--- config.mk ---
export PLATFORM = sky130hd
export DESIGN_NAME = booth_mul_seq
export DESIGN_NICKNAME = d
export VERILOG_FILES = /design/src/rtl/booth_pkg.sv /design/src/rtl/booth_recoder.sv /design/src/rtl/booth_addsub.sv /design/src/rtl/booth_seq_ctrl.sv /design/src/rtl/booth_mul_seq.sv
export SDC_FILE = /design/constraint.sdc
export NUM_CORES = 1
export LEC_CHECK = 0
export ABC_AREA = 1
export BUFFER_PORTS_ARGS = -buffer_cell sky130_fd_sc_hd__clkbuf_2
export CAP_MARGIN = 20
export CORE_MARGIN = 4
export CORE_UTILIZATION = 62
export DETAILED_ROUTE_END_ITERATION = 10
export GPL_ROUTABILITY_DRIVEN = 0
export GPL_TIMING_DRIVEN = 1
export PLACE_DENSITY = 0.87
export SYNTH_ARGS = -nofsm -noshare
export SYNTH_HDL_FRONTEND = slang
export SYNTH_HIERARCHICAL = 1
export SYNTH_SLANG_ARGS = --single-unit
--- constraint.sdc ---
create_clock -name clk -period 5.4 [get_ports clk]
set_input_delay 0.54 -clock clk [delete_from_list [all_inputs] [get_ports clk]]
set_output_delay 0.54 -clock clk [all_outputs]
set_load 0.02 [all_outputs]
--- src/rtl/booth_pkg.sv ---
package booth_pkg;
   // Action chosen for one radix-4 step
   typedef struct packed {
      logic act;   // 1: accumulate, 0: leave accumulator unchanged
      logic neg;   // 1: subtract selected value
      logic dbl;   // 1: use twice the multiplicand
   } booth_op_t;
endpackage

--- src/rtl/booth_recoder.sv ---
module booth_recoder
   import booth_pkg::*;
(
   input  logic [2:0] trip_i,   // {bit1, bit0, previous bit}
   output booth_op_t  op_o
);
   always_comb begin
      unique case (trip_i)
         3'b001, 3'b010: op_o = '{act: 1'b1, neg: 1'b0, dbl: 1'b0};
         3'b011:         op_o = '{act: 1'b1, neg: 1'b0, dbl: 1'b1};
         3'b100:         op_o = '{act: 1'b1, neg: 1'b1, dbl: 1'b1};
         3'b101, 3'b110: op_o = '{act: 1'b1, neg: 1'b1, dbl: 1'b0};
         default:        op_o = '{act: 1'b0, neg: 1'b0, dbl: 1'b0};
      endcase
   end

   // doubled values only arise from the two edge triples
   always_comb begin
      if (op_o.dbl)
         AST_DBL_EDGE: assert (trip_i == 3'b011 || trip_i == 3'b100);
   end
endmodule

--- src/rtl/booth_addsub.sv ---
module booth_addsub
   import booth_pkg::*;
#(
   parameter int WIDTH = 32
) (
   input  logic [WIDTH-1:0]   mcand_i,
   input  logic [WIDTH+1:0]   acc_i,
   input  booth_op_t          op_i,
   output logic [WIDTH+1:0]   sum_o
);
   localparam int EXT = WIDTH + 2;

   logic [EXT-1:0] ext, sel;

   assign ext = {{2{mcand_i[WIDTH-1]}}, mcand_i};
   assign sel = op_i.dbl ? {ext[EXT-2:0], 1'b0} : ext;

   always_comb begin
      if (!op_i.act)     sum_o = acc_i;
      else if (op_i.neg) sum_o = acc_i - sel;
      else               sum_o = acc_i + sel;
   end
endmodule

--- src/rtl/booth_seq_ctrl.sv ---
module booth_seq_ctrl #(
   parameter int ITER = 16
) (
   input  logic clk,
   input  logic rst_n,
   input  logic start_i,
   output logic load_o,
   output logic step_o,
   output logic busy_o,
   output logic done_o
);
   localparam int CW = (ITER > 1) ? $clog2(ITER) : 1;
   localparam logic [CW-1:0] LAST = CW'(ITER - 1);

   logic [CW-1:0] cnt_q;
   logic          busy_q, done_q;

   assign load_o = start_i & ~busy_q;
   assign step_o = busy_q;
   assign busy_o = busy_q;
   assign done_o = done_q;

   always_ff @(posedge clk or negedge rst_n) begin
      if (!rst_n) begin
         cnt_q  <= '0;
         busy_q <= 1'b0;
         done_q <= 1'b0;
      end else begin
         done_q <= 1'b0;
         if (load_o) begin
            busy_q <= 1'b1;
            cnt_q  <= '0;
         end else if (busy_q) begin
            if (cnt_q == LAST) begin
               busy_q <= 1'b0;
               done_q <= 1'b1;
            end else begin
               cnt_q <= cnt_q + 1'b1;
            end
         end
      end
   end

   AST_DONE_PULSE: assert property (@(posedge clk) disable iff (!rst_n)
      done_q |=> !done_q);
   AST_BUSY_DONE_EXCL: assert property (@(posedge clk) disable iff (!rst_n)
      !(busy_q && done_q));
   AST_START_BUSY: assert property (@(posedge clk) disable iff (!rst_n)
      (start_i && !busy_q) |=> busy_q);
endmodule

--- src/rtl/booth_mul_seq.sv ---
module booth_mul_seq
   import booth_pkg::*;
#(
   parameter int WIDTH = 32
) (
   input  logic             clk,
   input  logic             rst_n,
   input  logic             start,
   input  logic [WIDTH-1:0] mcand_i,
   input  logic [WIDTH-1:0] mplier_i,
   output logic             busy_o,
   output logic             done_o,
   output logic [WIDTH-1:0] hi_o,
   output logic [WIDTH-1:0] lo_o
);
   localparam int ITER = WIDTH / 2;
   localparam int EXT  = WIDTH + 2;

   generate
      if (WIDTH < 4 || (WIDTH % 2) != 0) begin : g_bad_width
         $error("booth_mul_seq: WIDTH must be even and at least 4");
      end
   endgenerate

   logic [WIDTH-1:0] mcand_q, lo_q;
   logic [EXT-1:0]   hi_q, sum;
   logic             prev_q, load, step;
   booth_op_t        op;

   booth_seq_ctrl #(.ITER(ITER)) ctrl_i (
      .clk     (clk),
      .rst_n   (rst_n),
      .start_i (start),
      .load_o  (load),
      .step_o  (step),
      .busy_o  (busy_o),
      .done_o  (done_o)
   );

   booth_recoder rec_i (
      .trip_i ({lo_q[1:0], prev_q}),
      .op_o   (op)
   );

   booth_addsub #(.WIDTH(WIDTH)) add_i (
      .mcand_i (mcand_q),
      .acc_i   (hi_q),
      .op_i    (op),
      .sum_o   (sum)
   );

   always_ff @(posedge clk or negedge rst_n) begin
      if (!rst_n) begin
         mcand_q <= '0;
         lo_q    <= '0;
         hi_q    <= '0;
         prev_q  <= 1'b0;
      end else if (load) begin
         mcand_q <= mcand_i;
         lo_q    <= mplier_i;
         hi_q    <= '0;
         prev_q  <= 1'b0;
      end else if (step) begin
         hi_q    <= {{2{sum[EXT-1]}}, sum[EXT-1:2]};
         lo_q    <= {sum[1:0], lo_q[WIDTH-1:2]};
         prev_q  <= lo_q[1];
      end
   end

   assign hi_o = hi_q[WIDTH-1:0];
   assign lo_o = lo_q;

   AST_NO_OVERFLOW: assert property (@(posedge clk) disable iff (!rst_n)
      done_o |-> (hi_q[EXT-1:WIDTH-1] == '0 || hi_q[EXT-1:WIDTH-1] == '1));
   AST_OPND_STABLE: assert property (@(posedge clk) disable iff (!rst_n)
      busy_o |=> $stable(mcand_q));
   AST_IDLE_HOLD: assert property (@(posedge clk) disable iff (!rst_n)
      (!busy_o && !start) |=> ($stable(hi_o) && $stable(lo_o)));
endmodule

==> impl_metrics.py, run 1 <==
metrics = {
    "worst_setup_path": {
        "rr_endpoint": "hi_q[32]$_DFFE_PN0P_",
        "cp.arrival_ps": 4850,
        "cpMostUsedCell": "nand2_1",
        "slowest_stage": "dfrtp_1",
        "reg2reg_from": "lo_o[0]$_DFFE_PN0P_",
        "slowest_delay_ps": 430,
        "cp_max_fo": 47,
        "end_kind": "flop",
        "critPathLaunchType": "flop",
        "criticalPathCategory": "flop to flop",
        "required_ps": 5650,
        "r2r_slack_ps": 800,
        "rr_worst_depth": 30,
    },
    "layout": {
        "multi_input_area_um2": 4878,
        "drive_gt1_share_pct": 14.18,
        "final_common_cell": "nand2_1",
        "antenna_cells": 0,
        "final_cell_mix": "nand2_1 (503), nand3_1 (146), clkbuf_2 (131)",
        "syn2layout_area_growth_pct": 11.94,
        "final_nets": 1438,
        "nFillCells": 1095,
        "regArea_um2": 2579,
        "instances_no_fill": 1512,
    },
    "sta": {
        "finalCritPeriodShare_pct": 85.17,
        "tightestPinTransition_ps": 1026,
        "relSlewSlack_pct": 31.45,
        "fmaxAchievable_ghz": 0.2174,
        "rsz0062_at_grt": "no",
        "fin_ws_ps": 800.6,
        "clock_skew_ps": 6.596,
        "fin_hold_ws_ps": 249.7,
        "period_minus_slack_ps": 4599,
        "slew_violations": 0,
        "hold_viol_final": 0,
        "setup_violations": 0,
        "totalNegativeSetupSlack_ps": 0,
    },
    "synthesis": {
        "synthCells": 1234,
        "yosys.area.top_type": "dfrtp_1",
        "synth_ff_type": "dfrtp_1",
        "syn_area_per_cell_um2": 6.533,
        "async_reset_ff_share_pct": 100.0,
        "ys_seq_area_share_pct": 31.97,
        "synth_edf_count": 0,
        "syn-cell-area_um2": 8061,
        "yosys_warnings": 6,
        "synthTopCellsByArea": "dfrtp_1 (32%), nand2_1 (23%), nand3_1 (9.1%)",
        "synth_top_area_share_pct": 31.97,
        "synth_cell_types": 38,
        "synth-seq-cells": 103,
        "synth_fp_nets": 1337,
    },
    "clock_tree": {
        "postCtsSetupBuffers": 0,
        "root_buffer": "clkbuf_16",
        "clkTransAtPathRegs_ps": 70,
        "cts_buffers": 9,
        "holdBufCountCts": 0,
        "cts_sinks": 103,
        "cts_tree": "built",
        "post_cts_resize_count": 0,
        "clock_path_buffers": 2,
        "clk_latency_ps": 360,
        "ctsHtreeMaxLevel": 3,
    },
    "floorplan": {
        "core_area_um2": 12670,
        "fp.dieW_um": 122.0,
        "rows": 41,
        "fp.dieH_um": 122.0,
        "start_util_pct": 63.62,
        "ioPinCount": 133,
        "die_area_um2": 14890,
    },
    "routing": {
        "wl_per_cell_um": 14.24,
        "drtIter0Drc": 899,
        "viasPerCell": 5.583,
        "finalWirelength_um": 21530,
        "ant_nets": 0,
        "vias": 8441,
        "first_pass_iters": 6,
        "drc": 0,
    },
    "placement": {
        "dp_hpwl_um": 16350,
        "place.port_buffers": 132,
        "preCtsSetupSlack_ps": 999.3,
        "place_inst": 1496,
    },
    "global_routing": {
        "grt-ovfl-total": 0,
        "antenna_found_initial": 0,
        "grt_max_degree": 69,
        "track_usage_pct": 29.90,
        "grt_pass1_vias": 7635,
        "grt_pass1_wl_um": 36090,
    },
    "hold_path": {
        "hold_path_class": "input pin to async pin",
    },
    "flow_run": {
        "maxCapViolations": 0,
    },
    "run_status": {
        "status": "finished clean",
    },
}
synthesized netlist by cell type (6+ instances only):
| master | number |
|---|---|
| a21oi_1 | 43 |
| buf_2 | 16 |
| buf_4 | 8 |
| buf_6 | 9 |
| clkbuf_1 | 16 |
| dfrtp_1 | 103 |
| ha_1 | 35 |
| inv_1 | 77 |
| nand2_1 | 503 |
| nand3_1 | 146 |
| nand4_1 | 11 |
| nor2_1 | 85 |
| nor2_2 | 6 |
| nor3_1 | 8 |
| o21ai_0 | 45 |
| o21ai_1 | 22 |
| or2_2 | 6 |
| xnor2_1 | 18 |
| xor2_1 | 30 |
state kept, by name, summed over array words and instances (netlist names):
register	count
ctrl_i/cnt_q	4
ctrl_i/done_o	1
mcand_q	32
prev_q	1
ctrl_i/busy_o	1
lo_o	32
hi_q	32
worst max-delay path, delay by kind of cell (launching register included):
family        cells  cell delay [ps]
xor+xnor          1              170
fa+ha+maj         1              360
buf+inv           4              920
flops             1              430
simple gates     24             2590
worst max path at each step:
stage	startpoint	endpoint	slack, ps	cells after the start
6_report	lo_o[0]$_DFFE_PN0P_	hi_q[32]$_DFFE_PN0P_	800	30
3_3_place_gp	lo_o[0]$_DFFE_PN0P_	hi_q[24]$_DFFE_PN0P_	1130	26
4_1_cts	lo_o[0]$_DFFE_PN0P_	hi_q[26]$_DFFE_PN0P_	930	27
2_1_floorplan	lo_o[1]$_DFFE_PN0P_	hi_q[32]$_DFFE_PN0P_	1790	30
3_5_place_dp	lo_o[0]$_DFFE_PN0P_	hi_q[26]$_DFFE_PN0P_	1000	27
5_1_grt	lo_o[1]$_DFFE_PN0P_	hi_q[22]$_DFFE_PN0P_	310	23
stage by stage:
stage / util, % / cell area, um2
final: 71.22 / 9024
after floorplan: - / 8061
after CTS: 71.22 / 9024
after detailed placement: 68.66 / 8700
after global placement: 68.66 / 8700
after global routing: 71.22 / 9024
cell families after synthesis:
logic type / Yosys count / share of synthesized area (%)
adder cells (fa/ha/maj): 36 / 5.681
AO/OA/AOI/OAI: 133 / 9.017
AND/OR/NAND/NOR: 782 / 40.51
flip-flops: 103 / 31.97
buffers and inverters: 132 / 7.605
XOR/XNOR: 48 / 5.215
area by class of cell:
type                            count  share of cell area [%]
Sequential cell                   103                   28.58
Multi-Input combinational cell    999                   54.06
Tap cell                          172                   2.385
Clock inverter                      7                   1.095
Clock buffer                        9                   2.496
Timing Repair Buffer              139                   7.931
Inverter                           83                   3.453
per-layer routing:
layer  part of all wire [%]  vias to the layer above  GRT usage (%)
met5                      0                        -              0
met1                     44                     3785          41.59
met4                    3.1                        0          11.55
met2                     45                      398          47.20
li1                       -                     4191              -
met3                    8.0                       67          4.596
Power of run 1 is not shown: default switching activity piles up to over one toggle a cycle in this logic, so the estimate is an artifact.
==> run 2: changes to the inputs <==
--- a/config.mk
+++ b/config.mk
@@ -5,14 +5,12 @@
 export SDC_FILE = /design/constraint.sdc
 export NUM_CORES = 1
 export LEC_CHECK = 0
-export ABC_AREA = 1
 export BUFFER_PORTS_ARGS = -buffer_cell sky130_fd_sc_hd__clkbuf_2
 export CAP_MARGIN = 20
 export CORE_MARGIN = 4
-export CORE_UTILIZATION = 62
+export CORE_UTILIZATION = 63
 export DETAILED_ROUTE_END_ITERATION = 10
 export GPL_ROUTABILITY_DRIVEN = 0
-export GPL_TIMING_DRIVEN = 1
 export PLACE_DENSITY = 0.87
 export SYNTH_ARGS = -nofsm -noshare
 export SYNTH_HDL_FRONTEND = slang
==> constraint.sdc (replaced) <==
create_clock -name clk -period 5.4 [get_ports clk]
set_input_delay 0.54 -clock clk [delete_from_list [all_inputs] [get_ports clk]]
set_output_delay 0.54 -clock clk [all_outputs]
set_load 0.1 [all_outputs]
==> run 2 against run 1 <==
The flow now finishes with violations (negative setup slack). Clock-buffer cell count unchanged. Critical path depth decreased by 7. Wire length increased by 10%. Cell area rose by 12%. Largest cell class unchanged.
==> impl_metrics.py, run 2 <==
metrics = {
    "floorplan": {
        "fp.dieW_um": 125.3,
        "start_util_pct": 64.93,
        "die_area_um2": 15700,
        "rows": 42,
        "fp.dieH_um": 125.3,
        "ioPinCount": 133,
        "core_area_um2": 13350,
    },
    "worst_setup_path": {
        "slowest_delay_ps": 520,
        "r2r_slack_ps": -20,
        "crit_buf_inv": 1,
        "cp_cell_sequence": "or3b_4 -> o21ai_4 -> mux2i_2 -> ha_2 -> or3b_4 -> or2_4 -> or3_4 -> nor2_1 -> nor2_1 -> mux2i_1 -> o221ai_1 -> ha_2 -> buf_6 -> nand2_2 -> o211ai_1 -> a21oi_2 -> o41ai_4 -> a211oi_4 -> o31ai_4 -> or4_4 -> nand4_1 -> mux2i_1 -> nor2_1",
        "critPathLaunchType": "flop",
        "cpMostUsedCell": "nor2_1",
        "reg2reg_from": "lo_o[0]$_DFFE_PN0P_",
        "slowest_stage": "or4_4",
        "cp_top_family": "simple AND/OR/NAND/NOR gates",
        "cp.arrival_ps": 5700,
        "criticalPathCategory": "flop to flop",
        "rr_endpoint": "hi_q[32]$_DFFE_PN0P_",
        "cp_max_fo": 6,
        "required_ps": 5680,
        "end_kind": "flop",
        "rr_worst_depth": 23,
    },
    "global_routing": {
        "track_usage_pct": 28.54,
        "grt-ovfl-total": 0,
        "grt_max_degree": 80,
        "antenna_found_initial": 0,
        "grt_pass1_vias": 7603,
        "grt_pass1_wl_um": 37270,
    },
    "synthesis": {
        "synth_fp_nets": 1112,
        "syn_area_per_cell_um2": 8.590,
        "synth_top_area_share_pct": 29.74,
        "synth.most_common_cell": "nor2_1",
        "yosys.area.top_type": "dfrtp_1",
        "synth_ff_type": "dfrtp_1",
        "synthCells": 1009,
        "synthTopCellsByCount": "nor2_1 (131), dfrtp_1 (103), mux2i_1 (92), nand2_1 (89), a21oi_1 (67)",
        "synth_edf_count": 0,
        "syn-cell-area_um2": 8667,
        "ys_seq_area_share_pct": 29.74,
        "synth_cell_types": 80,
        "async_reset_ff_share_pct": 100.0,
        "yosys_warnings": 6,
        "synthTopCellsByArea": "dfrtp_1 (30%), mux2i_1 (11%), nor2_1 (5.7%)",
        "synth-seq-cells": 103,
    },
    "sta": {
        "hold_viol_final": 0,
        "fmaxAchievable_ghz": 0.1845,
        "fin_ws_ps": -18.95,
        "clock_skew_ps": 13.50,
        "period_minus_slack_ps": 5419,
        "totalNegativeSetupSlack_ps": -18.95,
        "relSlewSlack_pct": 38.36,
        "tightestPinTransition_ps": 924.6,
        "rsz0062_at_grt": "yes",
        "fin_hold_ws_ps": 221.9,
        "finalCritPeriodShare_pct": 100.4,
        "setup_violations": 1,
        "slew_violations": 0,
    },
    "run_status": {
        "violations": "negative setup slack",
        "status": "complete, but fails checks",
    },
    "placement": {
        "place.port_buffers": 132,
        "place_inst": 1282,
        "dp_hpwl_um": 16160,
    },
    "clock_tree": {
        "cts_sinks": 103,
        "holdBufCountCts": 0,
        "ctsHtreeMaxLevel": 3,
        "clock_path_buffers": 2,
        "clkTransAtPathRegs_ps": 80,
        "cts_buffers": 9,
        "root_buffer": "clkbuf_16",
        "cts_tree": "built",
        "clk_latency_ps": 370,
    },
    "hold_path": {
        "hold_path_class": "input pin to async pin",
    },
    "routing": {
        "wl_per_cell_um": 18.08,
        "drtIter0Drc": 955,
        "vias": 8278,
        "viasPerCell": 6.314,
        "drc": 0,
        "first_pass_iters": 5,
        "ant_nets": 0,
        "finalWirelength_um": 23700,
    },
    "layout": {
        "final_cell_mix": "clkbuf_2 (131), nor2_1 (124), dfrtp_1 (100)",
        "drive_gt1_share_pct": 27.84,
        "final_nets": 1233,
        "instances_no_fill": 1311,
        "regArea_um2": 2589,
        "final_common_cell": "clkbuf_2",
        "antenna_cells": 0,
        "multi_input_area_um2": 5894,
        "nFillCells": 974,
        "syn2layout_area_growth_pct": 16.72,
    },
    "flow_run": {
        "maxCapViolations": 0,
    },
}
run 2: area by class of cell:
class,count,share of cell area (%)
clock buffer,9,2.226
clock inverter,7,0.6555
inverter,17,0.6555
multi-input combinational,818,58.27
sequential,103,25.59
tap,176,2.177
timing repair buffer,181,10.43
run 2: worst max-delay path by stage:
| stage | from | endpoint | cells past startpoint |
|---|---|---|---|
| after CTS | lo_o[0]$_DFFE_PN0P_ | hi_q[23]$_DFFE_PN0P_ | 19 |
| after detailed placement | lo_o[0]$_DFFE_PN0P_ | hi_q[27]$_DFFE_PN0P_ | 20 |
| final | lo_o[0]$_DFFE_PN0P_ | hi_q[32]$_DFFE_PN0P_ | 23 |
| after floorplan | lo_o[1]$_DFFE_PN0P_ | hi_q[32]$_DFFE_PN0P_ | 25 |
| after global routing | lo_o[0]$_DFFE_PN0P_ | hi_q[32]$_DFFE_PN0P_ | 20 |
| after global placement | lo_o[0]$_DFFE_PN0P_ | hi_q[32]$_DFFE_PN0P_ | 23 |
run 2: what timing repair did:
action / in CTS / in global routing
pin swaps: 3 / 21
hold endpoints to repair: 0 / 0
setup endpoints to repair: 10 / 17
cloned: 0 / 0
buffers inserted: 0 / 12
resized for setup: 10 / 56
run 2: cells by family after synthesis:
| family | after synthesis | synth area share [%] |
|---|---|---|
| muxes | 155 | 19.29 |
| AOI/OAI and AO/OA | 236 | 17.05 |
| DFF | 103 | 29.74 |
| buffers and inverters | 88 | 5.471 |
| adders and majority gates | 36 | 5.284 |
| and+or+nand+nor | 357 | 19.73 |
| xor gates and xnor gates | 34 | 3.436 |
run 2: layer usage:
metal	routed length (um)	GRT usage (%)
met5	0	0
met1	9289	37.10
met2	11360	46.03
met3	1937	6.994
met4	1110	11.54
run 2: stage by stage:
stage	setup slack, ps	area, um2	utilization [%]
floorplan	-191.5	8741	-
global placement	9.220	9474	70.98
detailed placement	-184.1	9474	70.98
CTS	-11.29	9816	73.54
global route	-196.5	10120	75.79
finish	-18.95	10120	75.79
Power of run 2 is left out for the same reason.
==> run 3: changes to the inputs <==
--- a/config.mk
+++ b/config.mk
@@ -8,10 +8,10 @@
 export BUFFER_PORTS_ARGS = -buffer_cell sky130_fd_sc_hd__clkbuf_2
 export CAP_MARGIN = 20
 export CORE_MARGIN = 4
-export CORE_UTILIZATION = 63
+export CORE_UTILIZATION = 50
 export DETAILED_ROUTE_END_ITERATION = 10
 export GPL_ROUTABILITY_DRIVEN = 0
-export PLACE_DENSITY = 0.87
+export PLACE_DENSITY = 0.72
 export SYNTH_ARGS = -nofsm -noshare
 export SYNTH_HDL_FRONTEND = slang
 export SYNTH_HIERARCHICAL = 1
==> run 3 against run 2 <==
The run now ends clean. Global-route usage is 5.3 points lower. Sequential share of layout area is 0.17 points lower. Non-clock buffer count is 5 higher. Flip-flop and latch count stayed put.
==> impl_metrics.py, run 3 (synthesis gave the netlist of run 2 again) <==
metrics = {
    "run_status": {
        "status": "finished clean",
    },
    "sta": {
        "period_minus_slack_ps": 5319,
        "finalCritPeriodShare_pct": 98.51,
        "fin_hold_ws_ps": 208.1,
        "relSlewSlack_pct": 36.00,
        "rsz0062_at_grt": "yes",
        "clock_skew_ps": 12.15,
        "fin_ws_ps": 80.56,
        "setup_violations": 0,
        "fmaxAchievable_ghz": 0.1880,
        "tightestPinTransition_ps": 960.0,
        "slew_violations": 0,
        "hold_viol_final": 0,
        "totalNegativeSetupSlack_ps": 0,
    },
    "worst_setup_path": {
        "criticalPathCategory": "flop to flop",
        "rr_worst_depth": 22,
        "cp_top_family": "simple AND/OR/NAND/NOR gates",
        "slowest_delay_ps": 470,
        "required_ps": 5700,
        "cp.arrival_ps": 5620,
        "rr_endpoint": "hi_q[32]$_DFFE_PN0P_",
        "cp_max_fo": 6,
        "end_kind": "flop",
        "critPathLaunchType": "flop",
        "slowest_stage": "dfrtp_4",
        "reg2reg_from": "lo_o[0]$_DFFE_PN0P_",
        "cp_cell_sequence": "or3b_4 -> o21ai_4 -> mux2i_2 -> ha_2 -> or3b_4 -> nor4_4 -> buf_4 -> nand4_1 -> nor4_2 -> inv_1 -> o21a_1 -> mux2i_1 -> o21ai_0 -> ha_1 -> a21oi_1 -> o21bai_1 -> a21o_1 -> or3b_2 -> o2111a_1 -> nand4_1 -> mux2i_1 -> nor2_1",
        "r2r_slack_ps": 80,
        "crit_buf_inv": 2,
    },
    "layout": {
        "final_cell_mix": "clkbuf_2 (131), nor2_1 (127), dfrtp_1 (100)",
        "antenna_cells": 0,
        "instances_no_fill": 1360,
        "final_common_cell": "clkbuf_2",
        "regArea_um2": 2589,
        "multi_input_area_um2": 5869,
        "nFillCells": 1497,
        "drive_gt1_share_pct": 27.72,
        "final_nets": 1238,
        "syn2layout_area_growth_pct": 17.51,
    },
    "clock_tree": {
        "clock_path_buffers": 2,
        "cts_sinks": 103,
        "clk_latency_ps": 380,
        "root_buffer": "clkbuf_16",
        "cts_tree": "built",
        "ctsHtreeMaxLevel": 3,
        "clkTransAtPathRegs_ps": 80,
        "cts_buffers": 9,
    },
    "placement": {
        "place.port_buffers": 132,
        "preCtsSetupSlack_ps": -62.13,
        "place_inst": 1333,
        "dp_hpwl_um": 16910,
    },
    "routing": {
        "first_pass_iters": 6,
        "drtIter0Drc": 653,
        "viasPerCell": 5.906,
        "wl_per_cell_um": 17.20,
        "vias": 8032,
        "finalWirelength_um": 23390,
        "drc": 0,
        "ant_nets": 0,
    },
    "floorplan": {
        "core_area_um2": 16760,
        "rows": 47,
        "die_area_um2": 19500,
        "fp.dieW_um": 139.7,
        "ioPinCount": 133,
        "start_util_pct": 51.71,
        "fp.dieH_um": 139.7,
    },
    "global_routing": {
        "grt_max_degree": 100,
        "antenna_found_initial": 0,
        "grt_pass1_wl_um": 37960,
        "grt-ovfl-total": 0,
        "track_usage_pct": 23.22,
        "grt_pass1_vias": 7518,
    },
    "hold_path": {
        "hold_path_class": "input pin to async pin",
    },
    "flow_run": {
        "maxCapViolations": 0,
    },
}
-- run 3: worst reg2reg max path, stage by stage (launching register included) --
cell      delay (ps)
dfrtp_4          470
or3b_4           390
o21ai_4           90
mux2i_2          260
ha_2             220
or3b_4           410
nor4_4           320
buf_4            180
nand4_1          210
nor4_2           310
inv_1            100
o21a_1           180
mux2i_1          120
o21ai_0          140
ha_1             330
a21oi_1          220
o21bai_1          90
a21o_1           240
or3b_2           450
o2111a_1         260
nand4_1           80
mux2i_1           70
nor2_1           120
-- run 3: cell type report --
class / count / area share, %
clock buffers: 9 / 2.211
clock inverters: 7 / 0.8231
inverters: 17 / 0.6511
multi-input cells: 818 / 57.63
flip-flops and latches: 103 / 25.42
well taps: 220 / 2.703
repair buffers: 186 / 10.57
-- run 3: worst max path at each step --
stage | startpoint | to | slack [ps] | depth (start not counted)
after global placement | lo_o[0]$_DFFE_PN0P_ | hi_q[32]$_DFFE_PN0P_ | 70 | 23
after detailed placement | lo_o[0]$_DFFE_PN0P_ | hi_q[32]$_DFFE_PN0P_ | -60 | 23
after CTS | lo_o[0]$_DFFE_PN0P_ | hi_q[32]$_DFFE_PN0P_ | -0.5 | 21
after floorplan | lo_o[1]$_DFFE_PN0P_ | hi_q[32]$_DFFE_PN0P_ | -190 | 25
after global routing | lo_o[0]$_DFFE_PN0P_ | hi_q[32]$_DFFE_PN0P_ | -190 | 22
final | lo_o[0]$_DFFE_PN0P_ | hi_q[32]$_DFFE_PN0P_ | 80 | 22
-- run 3: repair_timing --
| action | CTS | global route |
|---|---|---|
| resized for setup | 12 | 47 |
| endpoints found under the setup margin | 5 | 17 |
| hold buffers | 0 | 0 |
| pin swaps | 6 | 17 |
| buffers inserted | 2 | 9 |
-- run 3: metal layers --
| layer | vias to the layer above | part of all wire, % | global-route usage, % |
|---|---|---|---|
| met5 | - | 0 | 0 |
| met4 | 0 | 2.2 | 6.629 |
| met3 | 38 | 6.8 | 5.523 |
| met2 | 296 | 48 | 39.16 |
| met1 | 3804 | 43 | 29.83 |
| li1 | 3894 | - | - |
-- run 3: per-stage QoR --
| step | cell area [um2] | util [%] |
|---|---|---|
| 3_5_place_dp | 9582 | 57.17 |
| 2_1_floorplan | 8741 | - |
| 3_3_place_gp | 9582 | 57.17 |
| 6_report | 10180 | 60.77 |
| 4_1_cts | 9975 | 59.51 |
| 5_1_grt | 10180 | 60.77 |
Power of run 3 is left out for the same reason.
